==> src/rtl/stm_pkg.sv <==
`timescale 1ns/1ps
package stm_pkg;

    typedef enum logic [1:0] {
        ST_IDLE,
        ST_ARMED,
        ST_CLOCKING,
        ST_RECOVER
    } mon_state_t;

    localparam int FLG_HI     = 0;
    localparam int FLG_LO     = 1;
    localparam int FLG_PER    = 2;
    localparam int FLG_SETUP  = 3;
    localparam int FLG_HOLD   = 4;
    localparam int FLG_GAP    = 5;
    localparam int FLG_STRAY  = 6;
    localparam int NUM_FLAGS  = 7;

endpackage

==> src/rtl/stm_edges.sv <==
`timescale 1ns/1ps
module stm_edges (
    input  logic clk,
    input  logic rst_n,
    input  logic cs_n,
    input  logic sck,
    output logic cs_fall,
    output logic cs_rise,
    output logic sck_rise,
    output logic sck_fall
);
    logic cs_q;
    logic sck_q;
    logic primed;

    always_ff @(posedge clk) begin
        if (!rst_n) begin
            cs_q   <= 1'b1;
            sck_q  <= 1'b0;
            primed <= 1'b0;
        end else begin
            cs_q   <= cs_n;
            sck_q  <= sck;
            primed <= 1'b1;
        end
    end

    // the first cycle after reset has no valid history for the clock line
    assign cs_fall  = cs_q & ~cs_n;
    assign cs_rise  = ~cs_q & cs_n;
    assign sck_rise = primed & ~sck_q & sck;
    assign sck_fall = primed & sck_q & ~sck;
endmodule

==> src/rtl/stm_sck_width.sv <==
`timescale 1ns/1ps
module stm_sck_width #(
    parameter int MIN_HI  = 2,
    parameter int MIN_LO  = 2,
    parameter int MIN_PER = 4,
    parameter int CW      = 4
) (
    input  logic clk,
    input  logic rst_n,
    input  logic sel,
    input  logic rise,
    input  logic fall,
    output logic hi_short,
    output logic lo_short,
    output logic per_short
);
    localparam logic [CW-1:0] CNT_MAX = '1;
    localparam logic [CW-1:0] LIM_HI  = CW'(MIN_HI);
    localparam logic [CW-1:0] LIM_LO  = CW'(MIN_LO);
    localparam logic [CW-1:0] LIM_PER = CW'(MIN_PER);

    logic [CW-1:0] ph_cnt, r_cnt, f_cnt;
    logic          ph_ok, r_ok, f_ok;

    always_ff @(posedge clk) begin
        if (!rst_n) begin
            ph_cnt <= '0;
            r_cnt  <= '0;
            f_cnt  <= '0;
            ph_ok  <= 1'b0;
            r_ok   <= 1'b0;
            f_ok   <= 1'b0;
        end else if (!sel) begin
            ph_ok  <= 1'b0;
            r_ok   <= 1'b0;
            f_ok   <= 1'b0;
        end else begin
            if (rise || fall) begin
                ph_cnt <= CW'(1);
                ph_ok  <= 1'b1;
            end else if (ph_cnt != CNT_MAX) begin
                ph_cnt <= ph_cnt + 1'b1;
            end
            if (rise) begin
                r_cnt <= CW'(1);
                r_ok  <= 1'b1;
            end else if (r_cnt != CNT_MAX) begin
                r_cnt <= r_cnt + 1'b1;
            end
            if (fall) begin
                f_cnt <= CW'(1);
                f_ok  <= 1'b1;
            end else if (f_cnt != CNT_MAX) begin
                f_cnt <= f_cnt + 1'b1;
            end
        end
    end

    assign hi_short  = sel && fall && ph_ok && (ph_cnt < LIM_HI);
    assign lo_short  = sel && rise && ph_ok && (ph_cnt < LIM_LO);
    assign per_short = sel && ((rise && r_ok && (r_cnt < LIM_PER)) ||
                               (fall && f_ok && (f_cnt < LIM_PER)));
endmodule

==> src/rtl/stm_word.sv <==
`timescale 1ns/1ps
module stm_word #(
    parameter int WORD_BITS = 8
) (
    input  logic                 clk,
    input  logic                 rst_n,
    input  logic                 sel,
    input  logic                 smp,
    input  logic                 din,
    output logic                 done,
    output logic [WORD_BITS-1:0] word
);
    localparam int BW = $clog2(WORD_BITS + 1);
    localparam logic [BW-1:0] LAST = BW'(WORD_BITS - 1);

    logic [BW-1:0]        cnt;
    logic [WORD_BITS-1:0] sh;

    always_ff @(posedge clk) begin
        if (!rst_n) begin
            cnt  <= '0;
            sh   <= '0;
            done <= 1'b0;
            word <= '0;
        end else begin
            done <= 1'b0;
            if (!sel) begin
                cnt <= '0;
            end else if (smp) begin
                sh <= {sh[WORD_BITS-2:0], din};
                if (cnt == LAST) begin
                    cnt  <= '0;
                    done <= 1'b1;
                    word <= {sh[WORD_BITS-2:0], din};
                end else begin
                    cnt <= cnt + 1'b1;
                end
            end
        end
    end
endmodule

==> src/rtl/sspi_timing_mon.sv <==
`timescale 1ns/1ps
module sspi_timing_mon
    import stm_pkg::*;
#(
    parameter int MIN_HI    = 2,
    parameter int MIN_LO    = 2,
    parameter int MIN_PER   = 4,
    parameter int MIN_SETUP = 2,
    parameter int MIN_HOLD  = 2,
    parameter int MIN_GAP   = 2,
    parameter int WORD_BITS = 8
) (
    input  logic                 clk,
    input  logic                 rst_n,
    input  logic                 clr,
    input  logic                 cs_n,
    input  logic                 sck,
    input  logic                 mosi,
    input  logic                 cpol,
    input  logic                 cpha,
    output logic [NUM_FLAGS-1:0] viol,
    output logic                 word_done,
    output logic [WORD_BITS-1:0] rx_word
);
    localparam int LIM_SUM = MIN_HI + MIN_LO + MIN_PER + MIN_SETUP + MIN_HOLD + MIN_GAP;
    localparam int CW      = $clog2(LIM_SUM + 1);
    localparam logic [CW-1:0] TMR_MAX   = '1;
    localparam logic [CW-1:0] LIM_SETUP = CW'(MIN_SETUP);
    localparam logic [CW-1:0] LIM_HOLD  = CW'(MIN_HOLD);
    localparam logic [CW-1:0] LIM_GAP   = CW'(MIN_GAP);

    logic cs_fall, cs_rise, sck_rise, sck_fall, sck_edge;
    logic sel, smp;
    logic hi_short, lo_short, per_short;

    mon_state_t    st, nxt;
    logic [CW-1:0] tmr;
    logic          tmr_rst;
    logic          setup_hit, hold_hit, gap_hit, stray_hit;
    logic [NUM_FLAGS-1:0] hits;

    stm_edges u_edges (
        .clk      (clk),
        .rst_n    (rst_n),
        .cs_n     (cs_n),
        .sck      (sck),
        .cs_fall  (cs_fall),
        .cs_rise  (cs_rise),
        .sck_rise (sck_rise),
        .sck_fall (sck_fall)
    );

    assign sck_edge = sck_rise | sck_fall;
    assign sel      = ~cs_n;
    // leading edge is the rise for idle-low, so XOR picks the sampling polarity
    assign smp      = (cpol ^ cpha) ? sck_fall : sck_rise;

    stm_sck_width #(
        .MIN_HI  (MIN_HI),
        .MIN_LO  (MIN_LO),
        .MIN_PER (MIN_PER),
        .CW      (CW)
    ) u_width (
        .clk       (clk),
        .rst_n     (rst_n),
        .sel       (sel),
        .rise      (sck_rise),
        .fall      (sck_fall),
        .hi_short  (hi_short),
        .lo_short  (lo_short),
        .per_short (per_short)
    );

    stm_word #(
        .WORD_BITS (WORD_BITS)
    ) u_word (
        .clk   (clk),
        .rst_n (rst_n),
        .sel   (sel),
        .smp   (smp),
        .din   (mosi),
        .done  (word_done),
        .word  (rx_word)
    );

    // next state and select-spacing checks
    always_comb begin
        nxt       = st;
        tmr_rst   = 1'b0;
        setup_hit = 1'b0;
        hold_hit  = 1'b0;
        gap_hit   = 1'b0;
        stray_hit = 1'b0;
        unique case (st)
            ST_IDLE: begin
                if (cs_fall) begin
                    tmr_rst = 1'b1;
                    if (sck_edge) begin
                        setup_hit = 1'b1;
                        nxt       = ST_CLOCKING;
                    end else begin
                        nxt = ST_ARMED;
                    end
                end else if (sck_edge) begin
                    stray_hit = 1'b1;
                end
            end
            ST_ARMED: begin
                if (cs_rise) begin
                    hold_hit = sck_edge;
                    tmr_rst  = 1'b1;
                    nxt      = ST_RECOVER;
                end else if (sck_edge) begin
                    setup_hit = (tmr < LIM_SETUP);
                    tmr_rst   = 1'b1;
                    nxt       = ST_CLOCKING;
                end
            end
            ST_CLOCKING: begin
                if (cs_rise) begin
                    hold_hit = sck_edge || (tmr < LIM_HOLD);
                    tmr_rst  = 1'b1;
                    nxt      = ST_RECOVER;
                end else if (sck_edge) begin
                    tmr_rst = 1'b1;
                end
            end
            ST_RECOVER: begin
                if (cs_fall) begin
                    gap_hit = (tmr < LIM_GAP);
                    tmr_rst = 1'b1;
                    if (sck_edge) begin
                        setup_hit = 1'b1;
                        nxt       = ST_CLOCKING;
                    end else begin
                        nxt = ST_ARMED;
                    end
                end else begin
                    stray_hit = sck_edge;
                    if (tmr >= LIM_GAP) nxt = ST_IDLE;
                end
            end
        endcase
    end

    // state register and spacing timer
    always_ff @(posedge clk) begin
        if (!rst_n) begin
            st  <= ST_IDLE;
            tmr <= '0;
        end else begin
            st <= nxt;
            if (tmr_rst)             tmr <= CW'(1);
            else if (tmr != TMR_MAX) tmr <= tmr + 1'b1;
        end
    end

    always_comb begin
        hits            = '0;
        hits[FLG_HI]    = hi_short;
        hits[FLG_LO]    = lo_short;
        hits[FLG_PER]   = per_short;
        hits[FLG_SETUP] = setup_hit;
        hits[FLG_HOLD]  = hold_hit;
        hits[FLG_GAP]   = gap_hit;
        hits[FLG_STRAY] = stray_hit;
    end

    // sticky flag outputs; a fresh hit wins over clear
    always_ff @(posedge clk) begin
        if (!rst_n) viol <= '0;
        else        viol <= (clr ? '0 : viol) | hits;
    end
endmodule

==> config.mk <==
export PLATFORM = sky130hd
export DESIGN_NAME = sspi_timing_mon
export DESIGN_NICKNAME = d
export VERILOG_FILES = /design/src/rtl/stm_pkg.sv /design/src/rtl/stm_edges.sv /design/src/rtl/stm_sck_width.sv /design/src/rtl/stm_word.sv /design/src/rtl/sspi_timing_mon.sv
export SDC_FILE = /design/constraint.sdc
export NUM_CORES = 1
export LEC_CHECK = 0
export ABC_AREA = 1
export BUFFER_PORTS_ARGS = -buffer_cell sky130_fd_sc_hd__clkbuf_2
export CAP_MARGIN = 10
export CORE_UTILIZATION = 55
export DETAILED_ROUTE_END_ITERATION = 6
export HOLD_SLACK_MARGIN = 0.05
export PLACE_DENSITY_LB_ADDON = 0.12
export SLEW_MARGIN = 20
export SYNTH_ARGS = -nofsm -noshare
export SYNTH_HDL_FRONTEND = slang
export SYNTH_SLANG_ARGS = --single-unit
==> constraint.sdc <==
create_clock -name clk -period 3.6 [get_ports clk]
set_input_delay 0.18 -clock clk [delete_from_list [all_inputs] [get_ports clk]]
set_output_delay 0.18 -clock clk [all_outputs]
set_load 0.05 [all_outputs]
# [Word-level counts from Yosys, hierarchy flattened]
# Index checks and enable logic that the tools add are counted.
[classes] add_sub_neg=5 n_lt_le_gt_ge=5 n_eq_ne=12 n_mux=37 bitwise=15 n_reduce_logical=30
[ops] operator="two-way mux 4 bit" count=7
[ops] operator="adder 4 x 1 -> 4 bit (second input constant)" count=5
[ops] operator="two-way mux 1 bit" count=17
[ops] operator="inequality test 4 bit (second input constant)" count=4
[ops] operator="two-way mux 2 bit" count=7
[ops] operator="logical AND 1 bit" count=11
[ops] operator="less-than comparator 4 x 2 -> 1 bit (second input constant)" count=2
[ops] operator="less-than comparator 4 x 3 -> 1 bit (second input constant)" count=2
[ops] operator="one-hot mux 1 bit (2 select lines)" count=4
[ops] operator="one-hot mux 2 bit (4 select lines)" count=1
[ops] operator="AND reduction 2 bit" count=4
[ops] operator="nonzero test 2 bit" count=4
[ops] operator="OR reduction 2 bit" count=4
[ops] operator="two-way mux 7 bit" count=1
[ops] operator="OR 7 bit" count=1
[ops] operator="bitwise AND 1 bit" count=6
[ops] operator="inequality test 3 bit (second input constant)" count=2
[ops] operator="inverter 1 bit" count=6
[ops] operator="equality test 2 bit (second input constant)" count=2
[ops] operator="equality test 4 x 3 -> 1 bit (second input constant)" count=1
[ops] operator="greater-or-equal comparator 4 x 2 -> 1 bit (second input constant)" count=1
[ops] operator="inequality test 2 bit (second input constant)" count=2
[ops] operator="AND reduction 4 bit" count=1
[ops] operator="logical OR 1 bit" count=3
[ops] operator="6 further kinds" count=6
[totals] ff_bits=51 out_inout_bits=16

# [Logic depth before layout (Yosys ltp)]
[depth] word_depth=8 mapped_depth=10

# [Hierarchy]
# A second synthesis with hierarchy kept.
[unflattened] hier_cells=345 hier_area_um2=2504.9
[by_module_without_submodules] mod="stm_sck_width" n_inst=1 cells_each=123 area_per_inst_um2=833.3
[by_module_without_submodules] mod="stm_word" n_inst=1 cells_each=97 area_per_inst_um2=795.8
[by_module_without_submodules] mod="sspi_timing_mon" n_inst=1 cells_each=111 area_per_inst_um2=774.5
[by_module_without_submodules] mod="stm_edges" n_inst=1 cells_each=14 area_per_inst_um2=101.3

# [Least setup slack after synthesis]
# Ideal clock, no wire load.
[synth_path] path_kind="flip-flop to flip-flop" from="register u_word.cnt[0]" to="register u_word.word[1]" setup_time_ns=0.113 arrival_time_ns=1.177 t_required_ns=3.487 slack_ns=2.310 stages_incl_launch_ff=8 cell_sequence="dfxtp_1 -> ha_1 -> nand2_1 -> nor2_2 -> nand4_4 -> buf_6 -> nor2_1 -> nor2_1"
[synth_via] elab_chain_cells=2
[synth_rtl] item="start, declared" line_no="stm_word.sv:16" source="logic [BW-1:0] cnt;"
[synth_rtl] item="start signal, assigned" line_no="stm_word.sv:36" source="cnt <= cnt + 1'b1;"
[synth_rtl] item="equality test 4 x 3 -> 1 bit" line_no="stm_word.sv:31" source="if (cnt == LAST) begin"
[synth_rtl] item="AND reduction 3 bit (no source line)"
[synth_rtl] item="end signal, assigned" line_no="stm_word.sv:34" source="word <= {sh[WORD_BITS-2:0], din};"
[synth_rtl] item="end, declared" line_no="stm_word.sv:11" source="output logic [WORD_BITS-1:0] word"
# No other way between the ends.
# A chain may end at the register's enable or synchronous reset.

# [Final worst setup path]
[layout_path] from="register u_word.cnt[0]" to="register u_word.word[2]"
# Same word-level chain as after synthesis.

==> metrics.txt <==
# TYPE chip_impl_metric gauge
chip_impl_info{name="status",value="finished, final reports clean"} 1
chip_impl_metric{name="std_cell_rows",unit=""} 23
chip_impl_metric{name="timing.final.setup_violations",unit=""} 0
chip_impl_metric{name="grt_start_max_net_pins",unit=""} 32
chip_impl_info{name="startpoint_type",value="flip-flop"} 1
chip_impl_metric{name="drv_cap",unit=""} 0
chip_impl_info{name="hold_start",value="sck"} 1
chip_impl_metric{name="cts_made_buffers",unit=""} 5
chip_impl_metric{name="synthDistinctLibCells",unit=""} 28
chip_impl_metric{name="post_synth_xor_area_fraction",unit="%"} 1.46
chip_impl_metric{name="synth.avg_cell_area",unit="um2"} 7.10
chip_impl_info{name="yosys-top-cells-area",value="sky130_fd_sc_hd__dfxtp_1 (43%), sky130_fd_sc_hd__nand2_1 (12%), sky130_fd_sc_hd__nor2_1 (10%), sky130_fd_sc_hd__inv_1 (6.4%), sky130_fd_sc_hd__ha_1 (6.3%)"} 1
chip_impl_metric{name="grt_pass1_wl",unit="mm"} 7.71
chip_impl_metric{name="grt_usage",unit="%"} 22.4
chip_impl_metric{name="total_power",unit="mW"} 1.41
chip_impl_metric{name="drt_iter0_markers",unit=""} 99
chip_impl_metric{name="core",unit="um2"} 4090
chip_impl_info{name="rsz0062_at_grt",value="no"} 1
chip_impl_metric{name="dieWidth",unit="um"} 68.0
chip_impl_metric{name="multi_input_area",unit="um2"} 1170
chip_impl_metric{name="cp_data_arrival_time",unit="ns"} 1.68
chip_impl_metric{name="timing.final.crit_share",unit="%"} 40.0
chip_impl_info{name="endpoint_kind",value="flip-flop"} 1
chip_impl_info{name="cts.root.buffer_cell",value="sky130_fd_sc_hd__clkbuf_8"} 1
chip_impl_metric{name="detail_route.vias_per_cell",unit=""} 5.03
chip_impl_metric{name="postSynthRegisterBits",unit=""} 51
chip_impl_metric{name="drtAntennaViolNets",unit=""} 0
chip_impl_metric{name="critical_path_peak_fanout",unit=""} 17
chip_impl_info{name="tritoncts",value="built"} 1
chip_impl_metric{name="die-height",unit="um"} 68.0
chip_impl_metric{name="clock_period_minus_worst_slack",unit="ns"} 1.44
chip_impl_metric{name="routed_wirelength",unit="mm"} 4.57
chip_impl_metric{name="ys_warn_count",unit=""} 0
chip_impl_metric{name="fmax",unit="MHz"} 694
chip_impl_metric{name="timing_worst_slew_pin_value",unit="ns"} 0.590
chip_impl_metric{name="post_synth_mux_area_share",unit="%"} 0.418
chip_impl_metric{name="pin_count",unit=""} 24
chip_impl_info{name="synthMostInstantiatedCell",value="sky130_fd_sc_hd__nand2_1"} 1
chip_impl_metric{name="synth_enable_flop_cells",unit=""} 0
chip_impl_metric{name="synth_async_sr_flop_share",unit="%"} 0
chip_impl_metric{name="share_of_the_synthesized_area_in_compound_gates_ao_oa_aoi_oai",unit="%"} 10.5
chip_impl_info{name="whs_endpoint",value="u_edges.sck_q"} 1
chip_impl_metric{name="htreeDepth",unit=""} 2
chip_impl_info{name="ys_top_cells_by_count",value="sky130_fd_sc_hd__nand2_1 (74), sky130_fd_sc_hd__nor2_1 (65), sky130_fd_sc_hd__dfxtp_1 (51)"} 1
chip_impl_metric{name="antennaDiodeCount",unit=""} 0
chip_impl_metric{name="vdd_drop_max",unit="mV"} 0.377
chip_impl_metric{name="clk_latency",unit="ns"} 0.31
chip_impl_metric{name="holdBufCountCts",unit=""} 0
chip_impl_metric{name="drtPass1Iterations",unit=""} 4
chip_impl_metric{name="place_congestion",unit=""} 0.848
chip_impl_metric{name="clk_pin_slew",unit="ns"} 0.09
chip_impl_metric{name="slew_viol_final",unit=""} 0
chip_impl_metric{name="setup_tns",unit="ns"} 0
chip_impl_metric{name="yosys.area_share.simple",unit="%"} 30.5
chip_impl_metric{name="design.die.area",unit="um2"} 4620
chip_impl_metric{name="finalHoldViolations",unit=""} 0
chip_impl_metric{name="cts-resized-gates",unit=""} 0
chip_impl_metric{name="detail_route.drc_violations",unit=""} 0
chip_impl_metric{name="seqCellArea",unit="um2"} 1020
chip_impl_info{name="critical_path.reg2reg.startpoint",value="u_word.cnt[0]"} 1
chip_impl_metric{name="number_of_sinks_handled_by_clock_tree_synthesis",unit=""} 51
chip_impl_metric{name="fill_cells",unit=""} 388
chip_impl_info{name="synth_ff_type",value="sky130_fd_sc_hd__dfxtp_1"} 1
chip_impl_metric{name="postLayoutCoreUtil",unit="%"} 65.6
chip_impl_metric{name="synth.top_cell.area_share",unit="%"} 42.7
chip_impl_metric{name="grt_pass1_vias",unit=""} 1825
chip_impl_info{name="synth_top_family_by_area",value="simple AND/OR/NAND/NOR gates"} 1
chip_impl_metric{name="rrSetupSlack",unit="ns"} 2.16
chip_impl_metric{name="clock_tree.buffer_depth",unit=""} 2
chip_impl_metric{name="synthesized_cell_area",unit="um2"} 2390
chip_impl_metric{name="num-nets-final",unit=""} 382
chip_impl_metric{name="synthesis.instances",unit=""} 337
chip_impl_metric{name="seq_area_frac_synth",unit="%"} 42.7
chip_impl_metric{name="floorplan.initialDensity",unit="%"} 58.5
chip_impl_metric{name="worstHoldPathCells",unit=""} 3
chip_impl_metric{name="synthesis.nets",unit=""} 357
chip_impl_metric{name="place.port_buffers",unit=""} 23
chip_impl_metric{name="worst_clock_skew",unit="ns"} 0.0106
chip_impl_info{name="rr_endpoint",value="u_word.word[2]"} 1
chip_impl_metric{name="power.density_cell_area",unit="nW/um2"} 526
chip_impl_info{name="hold_wc_path_type",value="in2reg"} 1
chip_impl_info{name="cp-startpoint",value="u_word.cnt[0]"} 1
chip_impl_metric{name="route.detailed.wl_per_inst",unit="um"} 11.1
chip_impl_metric{name="vias",unit=""} 2077
chip_impl_metric{name="post_synthesis_share_of_cell_area_spent_on_full_adders_half_adders_and_majority_gates",unit="%"} 6.28
chip_impl_metric{name="critical_path_data_required_time",unit="ns"} 3.84
chip_impl_metric{name="timing.reg2reg.worst_path_depth",unit=""} 7
chip_impl_metric{name="antenna_violations_before_repair",unit=""} 0
chip_impl_metric{name="post_cts.repair.setup_buffers",unit=""} 0
chip_impl_metric{name="area.growth.synth_to_final",unit="%"} 12.0
chip_impl_metric{name="power.leakage",unit="nW"} 1.30
chip_impl_info{name="netlist.top_cell.by_area",value="sky130_fd_sc_hd__dfxtp_1"} 1
chip_impl_metric{name="max_slew_margin",unit="%"} 60.7
chip_impl_metric{name="hpwlAfterDp",unit="mm"} 3.33
chip_impl_info{name="timing.setup.critical_path_class",value="reg2reg"} 1
chip_impl_metric{name="grt_overflow_total",unit=""} 0
chip_impl_metric{name="layout_cells_sized_above_1",unit="%"} 12.7
-- final cells by class --
| cell class | instances | share of cell area, % |
|---|---|---|
| clock buffer | 5 | 2.57 |
| clock inverter | 3 | 2.52 |
| inverter | 45 | 6.31 |
| multi-input combinational | 236 | 43.9 |
| sequential | 51 | 38.1 |
| tap | 50 | 2.34 |
| timing repair buffer | 23 | 4.30 |
-- placed cells by master (no fill, tap or decap), drive strengths merged --
cell type	instances
a21oi	21
bufinv	2
clkbuf	28
clkinv	1
clkinvlp	1
dfxtp	51
ha	12
inv	44
mux2i	1
nand2	78
nand3	20
nand3b	1
nand4	4
nor2	68
nor4	1
o211ai	1
o21ai	23
o21bai	1
o31ai	1
xnor2	1
xor2	3
-- sequential cells by signal, summed over array words and instances, names as in the netlist, 2 cells and up --
name and count:
u_width.r_cnt 4, u_width.f_cnt 4, viol 7, u_word.cnt 4, u_word.word 8, tmr 4, st 2, u_width.ph_cnt 4
u_word.sh 7
-- logic make-up after synthesis --
kind of cell,after synthesis
buffers and inverters,50
muxes,1
DFF,51
and+or+nand+nor,172
xor gates and xnor gates,4
AOI/OAI and AO/OA,47
adders and majority gates,12
-- through the flow --
stage	instances	worst slack [ns]	hold WS, ns	cell area, um2
finish	413	2.16	0.115	2680
global route	413	1.99	0.131	2680
CTS	413	2.15	0.106	2680
detailed placement	405	1.92	0.429	2540
global placement	405	1.97	0.421	2540
floorplan	337	2.31	0.208	2390
-- critical path, stage by stage, from the launching register on --
cell,delay [ns]
sky130_fd_sc_hd__dfxtp_1,0.38
sky130_fd_sc_hd__ha_1,0.20
sky130_fd_sc_hd__nand2_1,0.07
sky130_fd_sc_hd__nor2_2,0.18
sky130_fd_sc_hd__nand4_4,0.26
sky130_fd_sc_hd__nand2_1,0.12
sky130_fd_sc_hd__nand2_1,0.05
sky130_fd_sc_hd__nor2_1,0.11
-- power by group --
part | total [mW] | leakage [nW] | switching [mW] | internal (mW)
Sequential | 0.632 | 0.415 | 0.0302 | 0.602
Clock | 0.466 | 0.0644 | 0.189 | 0.277
Combinational | 0.312 | 0.821 | 0.204 | 0.108
Total | 1.41 | 1.30 | 0.423 | 0.987
-- worst max path at each step --
stage,endpoint,cells past startpoint
after floorplan,u_word.word[1],7
after global placement,viol[2],5
after detailed placement,viol[2],5
after CTS,u_word.word[2],7
after global routing,u_word.word[7],7
final,u_word.word[2],7
-- per-layer routing --
metal | GRT usage, % | part of all wire (%) | vias to the layer above
met1 | 27.9 | 50 | 939
met2 | 37.5 | 46 | 26
met3 | 5.50 | 2.6 | 5
met5 | 0 | 0 | -
li1 | - | - | 1107
met4 | 7.29 | 1.5 | 0
Power figures use the tool's default switching activity.
